===== config.mk =====
export PLATFORM = sky130hd
export DESIGN_NAME = wdog_fault_monitor
export DESIGN_NICKNAME = d
export VERILOG_FILES = /design/src/rtl/wdog_pkg.sv /design/src/rtl/wdog_kick_sync.sv /design/src/rtl/wdog_window_timer.sv /design/src/rtl/wdog_fault_reg.sv /design/src/rtl/wdog_fault_monitor.sv
export SDC_FILE = /design/constraint.sdc
export NUM_CORES = 1
export LEC_CHECK = 0
export BUFFER_PORTS_ARGS = -buffer_cell sky130_fd_sc_hd__buf_2
export CORE_MARGIN = 5
export CORE_UTILIZATION = 60
export DETAILED_ROUTE_END_ITERATION = 8
export GPL_TIMING_DRIVEN = 0
export HOLD_SLACK_MARGIN = 0.15
export PLACE_DENSITY = 0.79
export SYNTH_ARGS = -nofsm -noshare
export SYNTH_HDL_FRONTEND = slang
export SYNTH_SLANG_ARGS = --single-unit

===== constraint.sdc =====
create_clock -name clk -period 4.4 [get_ports clk]
set_input_delay 0 -clock clk [delete_from_list [all_inputs] [get_ports clk]]
set_output_delay 0 -clock clk [all_outputs]
set_load 0.05 [all_outputs]

===== src/rtl/wdog_pkg.sv =====
package wdog_pkg;
  // Counter width for a window of n cycles (terminal value n-1).
  function automatic int cnt_width(input int n);
    return (n <= 2) ? 1 : $clog2(n);
  endfunction
endpackage


===== src/rtl/wdog_kick_sync.sv =====
module wdog_kick_sync #(
  parameter int SYNC_STAGES = 2
) (
  input  logic clk,
  input  logic rst,
  input  logic kick_i,
  output logic kick_edge_o
);
  // pipe[0..SYNC_STAGES-1] synchronize, pipe[SYNC_STAGES] holds previous level
  logic [SYNC_STAGES:0] pipe;

  always_ff @(posedge clk) begin
    if (rst) begin
      pipe <= '0;
    end else begin
      pipe[0] <= kick_i;
      for (int i = 1; i <= SYNC_STAGES; i++) begin
        pipe[i] <= pipe[i-1];
      end
    end
  end

  assign kick_edge_o = pipe[SYNC_STAGES] ^ pipe[SYNC_STAGES-1];
endmodule


===== src/rtl/wdog_window_timer.sv =====
module wdog_window_timer #(
  parameter int TIMEOUT_CYC = 20,
  parameter int CNT_W       = wdog_pkg::cnt_width(TIMEOUT_CYC)
) (
  input  logic             clk,
  input  logic             rst,
  input  logic             hold_clr,
  input  logic             kick_edge,
  output logic [CNT_W-1:0] cnt_o,
  output logic             expire_o
);
  localparam logic [CNT_W-1:0] TERM = CNT_W'(TIMEOUT_CYC - 1);

  logic [CNT_W-1:0] cnt_q;

  always_ff @(posedge clk) begin
    if (rst || hold_clr || kick_edge) begin
      cnt_q <= '0;
    end else if (cnt_q != TERM) begin
      cnt_q <= cnt_q + CNT_W'(1);
    end
  end

  assign cnt_o    = cnt_q;
  assign expire_o = (cnt_q == TERM) && !kick_edge && !hold_clr;


  cnt_bound_chk: assert property (@(posedge clk) disable iff (rst)
    cnt_q <= TERM);
endmodule


===== src/rtl/wdog_fault_reg.sv =====
module wdog_fault_reg (
  input  logic clk,
  input  logic rst,
  input  logic hold_clr,
  input  logic kick_edge,
  input  logic expire,
  output logic fault_n_o
);
  logic fault_n_q;

  always_ff @(posedge clk) begin
    if (rst || hold_clr || kick_edge) begin
      fault_n_q <= 1'b1;
    end else if (expire) begin
      fault_n_q <= 1'b0;
    end
  end

  assign fault_n_o = fault_n_q;
endmodule


===== src/rtl/wdog_fault_monitor.sv =====
module wdog_fault_monitor #(
  parameter int TIMEOUT_CYC = 400_000_000,
  parameter int SYNC_STAGES = 2
) (
  input  logic clk,
  input  logic rst,
  input  logic kick_i,
  input  logic supply_ok_i,
  input  logic kick_float_i,
  input  logic sys_rst_i,
  output logic fault_n_o
);
  localparam int CNT_W = wdog_pkg::cnt_width(TIMEOUT_CYC);
  localparam logic [CNT_W-1:0] TERM = CNT_W'(TIMEOUT_CYC - 1);

  logic             kick_edge;
  logic             hold_clr;
  logic             expire;
  logic [CNT_W-1:0] cnt;

  assign hold_clr = !supply_ok_i || kick_float_i || sys_rst_i;

  wdog_kick_sync #(.SYNC_STAGES(SYNC_STAGES)) u_sync (
    .clk         (clk),
    .rst         (rst),
    .kick_i      (kick_i),
    .kick_edge_o (kick_edge)
  );

  wdog_window_timer #(.TIMEOUT_CYC(TIMEOUT_CYC), .CNT_W(CNT_W)) u_timer (
    .clk       (clk),
    .rst       (rst),
    .hold_clr  (hold_clr),
    .kick_edge (kick_edge),
    .cnt_o     (cnt),
    .expire_o  (expire)
  );

  wdog_fault_reg u_fault (
    .clk       (clk),
    .rst       (rst),
    .hold_clr  (hold_clr),
    .kick_edge (kick_edge),
    .expire    (expire),
    .fault_n_o (fault_n_o)
  );


  disable_forces_high_chk: assert property (@(posedge clk) disable iff (rst)
    (!supply_ok_i || kick_float_i || sys_rst_i) |=> (fault_n_o && cnt == '0));


  fault_only_at_term_chk: assert property (@(posedge clk) disable iff (rst)
    $fell(fault_n_o) |-> ($past(cnt) == TERM));


  kick_restarts_chk: assert property (@(posedge clk) disable iff (rst)
    (kick_edge && supply_ok_i && !kick_float_i && !sys_rst_i)
      |=> (fault_n_o && cnt == '0));


  fault_sticky_chk: assert property (@(posedge clk) disable iff (rst)
    (!fault_n_o && !kick_edge && supply_ok_i && !kick_float_i && !sys_rst_i)
      |=> !fault_n_o);
endmodule


; Yosys cells after proc, flatten, opt, wreduce, memory -nomap -nowiden
; Index checks and enable logic that the tools add are counted.
[word_totals]
register_bits = 33
elab_cells = 16
input_bits = 6
[op_classes]
add_sub_neg = 1
n_reduce_logical = 9
eq_ne = 2
n_bitwise = 1
[op_table]
columns = cell, n
row1 = "adder 29 x 1 -> 29 bit, second input constant", 1
row2 = "== test 29 bit, second input constant", 1
row3 = "inequality test 29 bit, second input constant", 1
row4 = logical OR 1 bit, 4
row5 = logical NOT 1 bit, 3
row6 = logical AND 1 bit, 2
row7 = bitwise XOR 1 bit, 1

; Logic depth before layout (Yosys ltp)
[logic_depth]
ltp_word = 5
mapped_depth = 6
ltp_nobuf = 5

; Modules after synthesis
; Synthesis repeated with hierarchy kept, for this count alone.
[unflattened]
cells_unflattened = 206
area_unflattened_um2 = 1702.9
[modules_own_cells]
columns = module, n_inst, seq_area_each_um2, cells_each, area_per_inst_um2
row1 = wdog_window_timer, 1, 580.6, 194, 1567.8
row2 = wdog_kick_sync, 1, 60.1, 7, 87.6
row3 = wdog_fault_reg, 1, 20.0, 4, 38.8
row4 = wdog_fault_monitor, 1, 0.0, 1, 8.8

; Worst setup path after synthesis
; OpenSTA, ideal clock, no wires.
[synth_path]
kind = reg2reg
from = register u_timer.cnt_q[11] (netlist: u_timer.cnt_o[11])
to = register u_timer.cnt_q[4] (netlist: u_timer.cnt_o[4])
period_less_slack_ns = 1.698
slack_ns = 2.702
path_stages_with_launch = 5
t_arrival_ns = 1.610
setup_time_ns = 0.088
t_required_ns = 4.312
n_path_buf = 0
cell_sequence = dfxtp_1 -> nor4b_4 -> nand4_4 -> or4_4 -> a311oi_2
[synth_via]
elab_chain_len = 1
[synth_rtl]
columns = element, line
row1 = from (decl), wdog_window_timer.sv:14  ; logic [CNT_W-1:0] cnt_q;
row2 = from (signal assigned), wdog_window_timer.sv:20  ; cnt_q <= cnt_q + CNT_W'(1);
row3 = inequality test 29 bit, wdog_window_timer.sv:19  ; end else if (cnt_q != TERM) begin
; No other way between the ends.
; A chain may end at the register's enable or synchronous reset.

; Final worst setup path
[layout_path]
from = input port rst
to = register u_timer.cnt_q[24] (netlist: u_timer.cnt_o[24])
[layout_via]
elab_chain_len = 2
[layout_rtl]
columns = element, line
row1 = from (decl), wdog_fault_monitor.sv:6  ; input logic rst,
row2 = logical OR 1 bit (2 in a row), wdog_window_timer.sv:17  ; if (rst || hold_clr || kick_edge) begin
; No other way between the ends.

==> key figures <==
Yosys
  – Synth Cell Area: about 1600 um2
  – Top FF cell, synth: dfxtp_1
  – Top-area cell type share of the netlist area: approximately 42%
  – Number of flops mapped to enable cells by yosys: 0
  – Ys Warns: 0
  – Largest cells by area after synthesis: dfxtp_1 (42%), xor2_1 (9.5%), nor2_1 (5.5%), nand4_1 (4.0%), nor4b_4 (3.0%)
  – Top cells by count, synth: dfxtp_1 (33), nor2_1 (23), xor2_1 (17)
  – Most common cell in the netlist: dfxtp_1
  – Mapped Nets: between 150 and 200
  – Register area share after synthesis: between 40% and 50%
  – Post-synth ARST share: 0%
  – Mapped Cells: 170
  – Mean post-synth cell area: 9.222 um2
  – Seq cells post-synth: 33
  – Synth area leader: dfxtp_1
  – Unique cell type count in the Yosys netlist: 38

Clock tree
  – Root buf cell: clkbuf_4
  – TritonCTS clock tree: done
  – Clock latency on the worst-skew pair: roughly 0.33 ns
  – CTS max path bufs: 2
  – Htree depth: 2
  – Num CTS Buffers: 5
  – Clock slew at reported path FFs: around 0.09 ns
  – Clk sinks: 33
  – Post-CTS Setup Inserts: 0

STA
  – Max Fclk: about 500 MHz
  – Fin crit share: 45.41%
  – Clock skew: ~0.0046 ns
  – Worst Max-Slew Pin Slew: around 0.74 ns
  – Min Clock Period, post-route: between 1.5 and 2 ns
  – RSZ-0062 raised after global routing: false
  – Hold_ws: between 0.4 and 0.5 ns
  – Setup_tns: 0 ns
  – Final Setup Violations: 0
  – Relative slew margins: 49.89%
  – Slew Viols, Final: 0
  – Final hold viol count: 0

Pwr
  – Logic gate share of total power: 1.9%
  – Cell Int Power: ~420 uW
  – Power density over the cells: 299.0 nW/um2
  – Sw frac: approximately 19%
  – Maximum VDD drop: between 0.0003 and 0.0004 V
  – Clock share of power: ~40%
  – Net Sw Power: approximately 100 uW
  – Leakage: slightly below 0.6 nW
  – Sequential Power Share: a little under three fifths

Global routing
  – Global-route wire length before repair: between 5000 and 6000 um
  – Tot GR Track Use: between 20 and 25%
  – Vias in the first global route: about 1300
  – Largest net degree at the start of global routing: 11
  – Overflow after GRT: 0
  – Initial antenna violation count: 0

Place
  – Final Wtd Congestion: 0.8026
  – Dpl hpwl: around 2200 um
  – Placed Cells incl. Taps: slightly above 200
  – Port Buffer Count: 6
  – Area post-placement: 1635 um2

Worst setup path
  – R2R depth: 5
  – Critical-path cell list: dlygate4sd3_1 -> buf_2 -> nor4b_1 -> dlygate4sd3_1 -> nand2_1 -> clkbuf_1 -> clkbuf_1 -> nor2_1
  – CP Class: input port to flip-flop
  – CP Max Fanout: 10
  – CP max stage delay: about 0.54 ns
  – Worst Setup End Kind: flip-flop
  – CP max stage cell: dlygate4sd3_1
  – Setup crit start kind: input port
  – CP Data Arrival Time: approximately 2.2 ns
  – WP data required: around 4.6 ns

Outcome
  – Status: finished clean

Cells and area
  – Fin util: around 71%
  – Antenna Cells: 0
  – Cell Count, Final, Fillers Out: between 200 and 250
  – NumNets Final: about 190
  – Share of cells above drive strength 1: between 10% and 20%
  – Final Instance Area: 1748 um2
  – Area growth from synthesis to layout: 11.49%

Run
  – Total of max-cap violations: 0

Detailed routing
  – Drt wl/cell: about 14 um
  – Number of vias after detailed routing: between 1000 and 1500
  – Uppermost routed layer: met4
  – Routed WL: roughly 3100 um
  – Post-route ant nets: 0
  – DRC Markers: 0
  – Drt initial violations: 44
  – DR WL met2: around 1500 um
  – DRT Pass-1 Iters: 4
  – Vias per cell: slightly below 6
  – Metal3 WL: ~100 um
  – M1 wire length: between 1000 and 1500 um

Floorplanning
  – # rows: 18
  – Placeable Area: approximately 2500 um2
  – Initial core utilization: 63.28%
  – Die H: 61.12 um
  – Die W: between 60 and 70 um
  – IO Pins: 7
  – Die ar.: roughly 3700 um2

Hold path
  – HP Class: input port to flip-flop
  – Worst hold path depth: 3
-- logic make-up after synthesis --
group	count (synthesis)	share of synthesized area, %
compound gates	17	7.262
xor+xnor	20	11.17
fa+ha+maj	1	0.7980
buf+inv	9	2.234
flops	33	42.14
mux	2	1.277
simple gates	88	35.12
-- stage by stage --
| step | worst slack [ns] | power, mW |
|---|---|---|
| after floorplan | 2.702 | 0.3114 |
| after global placement | 2.508 | 0.3146 |
| after detailed placement | 2.488 | 0.3149 |
| after CTS | 2.423 | 0.5284 |
| after global routing | 2.222 | 0.5439 |
| final | 2.402 | 0.5226 |
-- power groups by stage --
stage          sequential, mW  combinational (mW)  clock (mW)
2_1_floorplan           0.307             0.00410           0
3_3_place_gp            0.307             0.00726           0
5_1_grt                 0.301              0.0112       0.232
6_report                0.300             0.00997       0.212
3_5_place_dp            0.307             0.00746           0
4_1_cts                 0.301             0.00979       0.218
-- path summary, 6_finish.rpt --
check	from	end	slack, ns
max reg2reg	u_timer.cnt_o[2]$_SDFFE_PP0P_	u_timer.cnt_o[15]$_SDFFE_PP0P_	2.46
min reg2reg	u_fault.fault_n_o$_SDFFE_PP1P_	u_fault.fault_n_o$_SDFFE_PP1P_	0.47
min	rst	u_sync.pipe[2]$_SDFF_PP0_	0.41
max	rst	u_timer.cnt_o[24]$_SDFFE_PP0P_	2.40
-- final cells by class --
class	count	area, um2
Buffer	6	23.77
Clock buffer	5	37.54
Clock inverter	2	35.03
Fill cell	209	729.5
Inverter	3	11.26
Multi-Input combinational cell	128	872.1
Sequential cell	33	660.6
Tap cell	30	37.54
Timing Repair Buffer	10	70.07
-- critical path: cells and delay by family --
family        cells  cell delay, ns
simple gates      3            0.25
buf+inv           5            1.97
-- routing by layer --
layer,vias to the layer above,GRT usage [%]
met2,22,33.53
met4,0,10.22
met3,12,6.080
met5,-,0
met1,606,23.35
li1,648,-
-- layout by cell type (no fill, tap or decap), types with 5 or more instances in the layout --
master / count
clkbuf_1: 5
nand2_1: 10
and3_1: 7
clkbuf_4: 5
nand4_1: 10
xor2_1: 17
buf_2: 6
nand3_1: 9
nor2_1: 23
a21oi_1: 5
dfxtp_1: 33
-- flip-flops by register name, indices dropped and copies added, names as in the netlist --
name / cells
u_timer.cnt_o: 29
u_sync.pipe: 3
u_fault.fault_n_o: 1
-- timing repair --
item                      4_1_cts  5_1_grt
gates resized for setup         0        0
hold endpoints to repair        4        0
hold buffers                    4        0
Note: power is estimated with default switching activity, not from simulation.
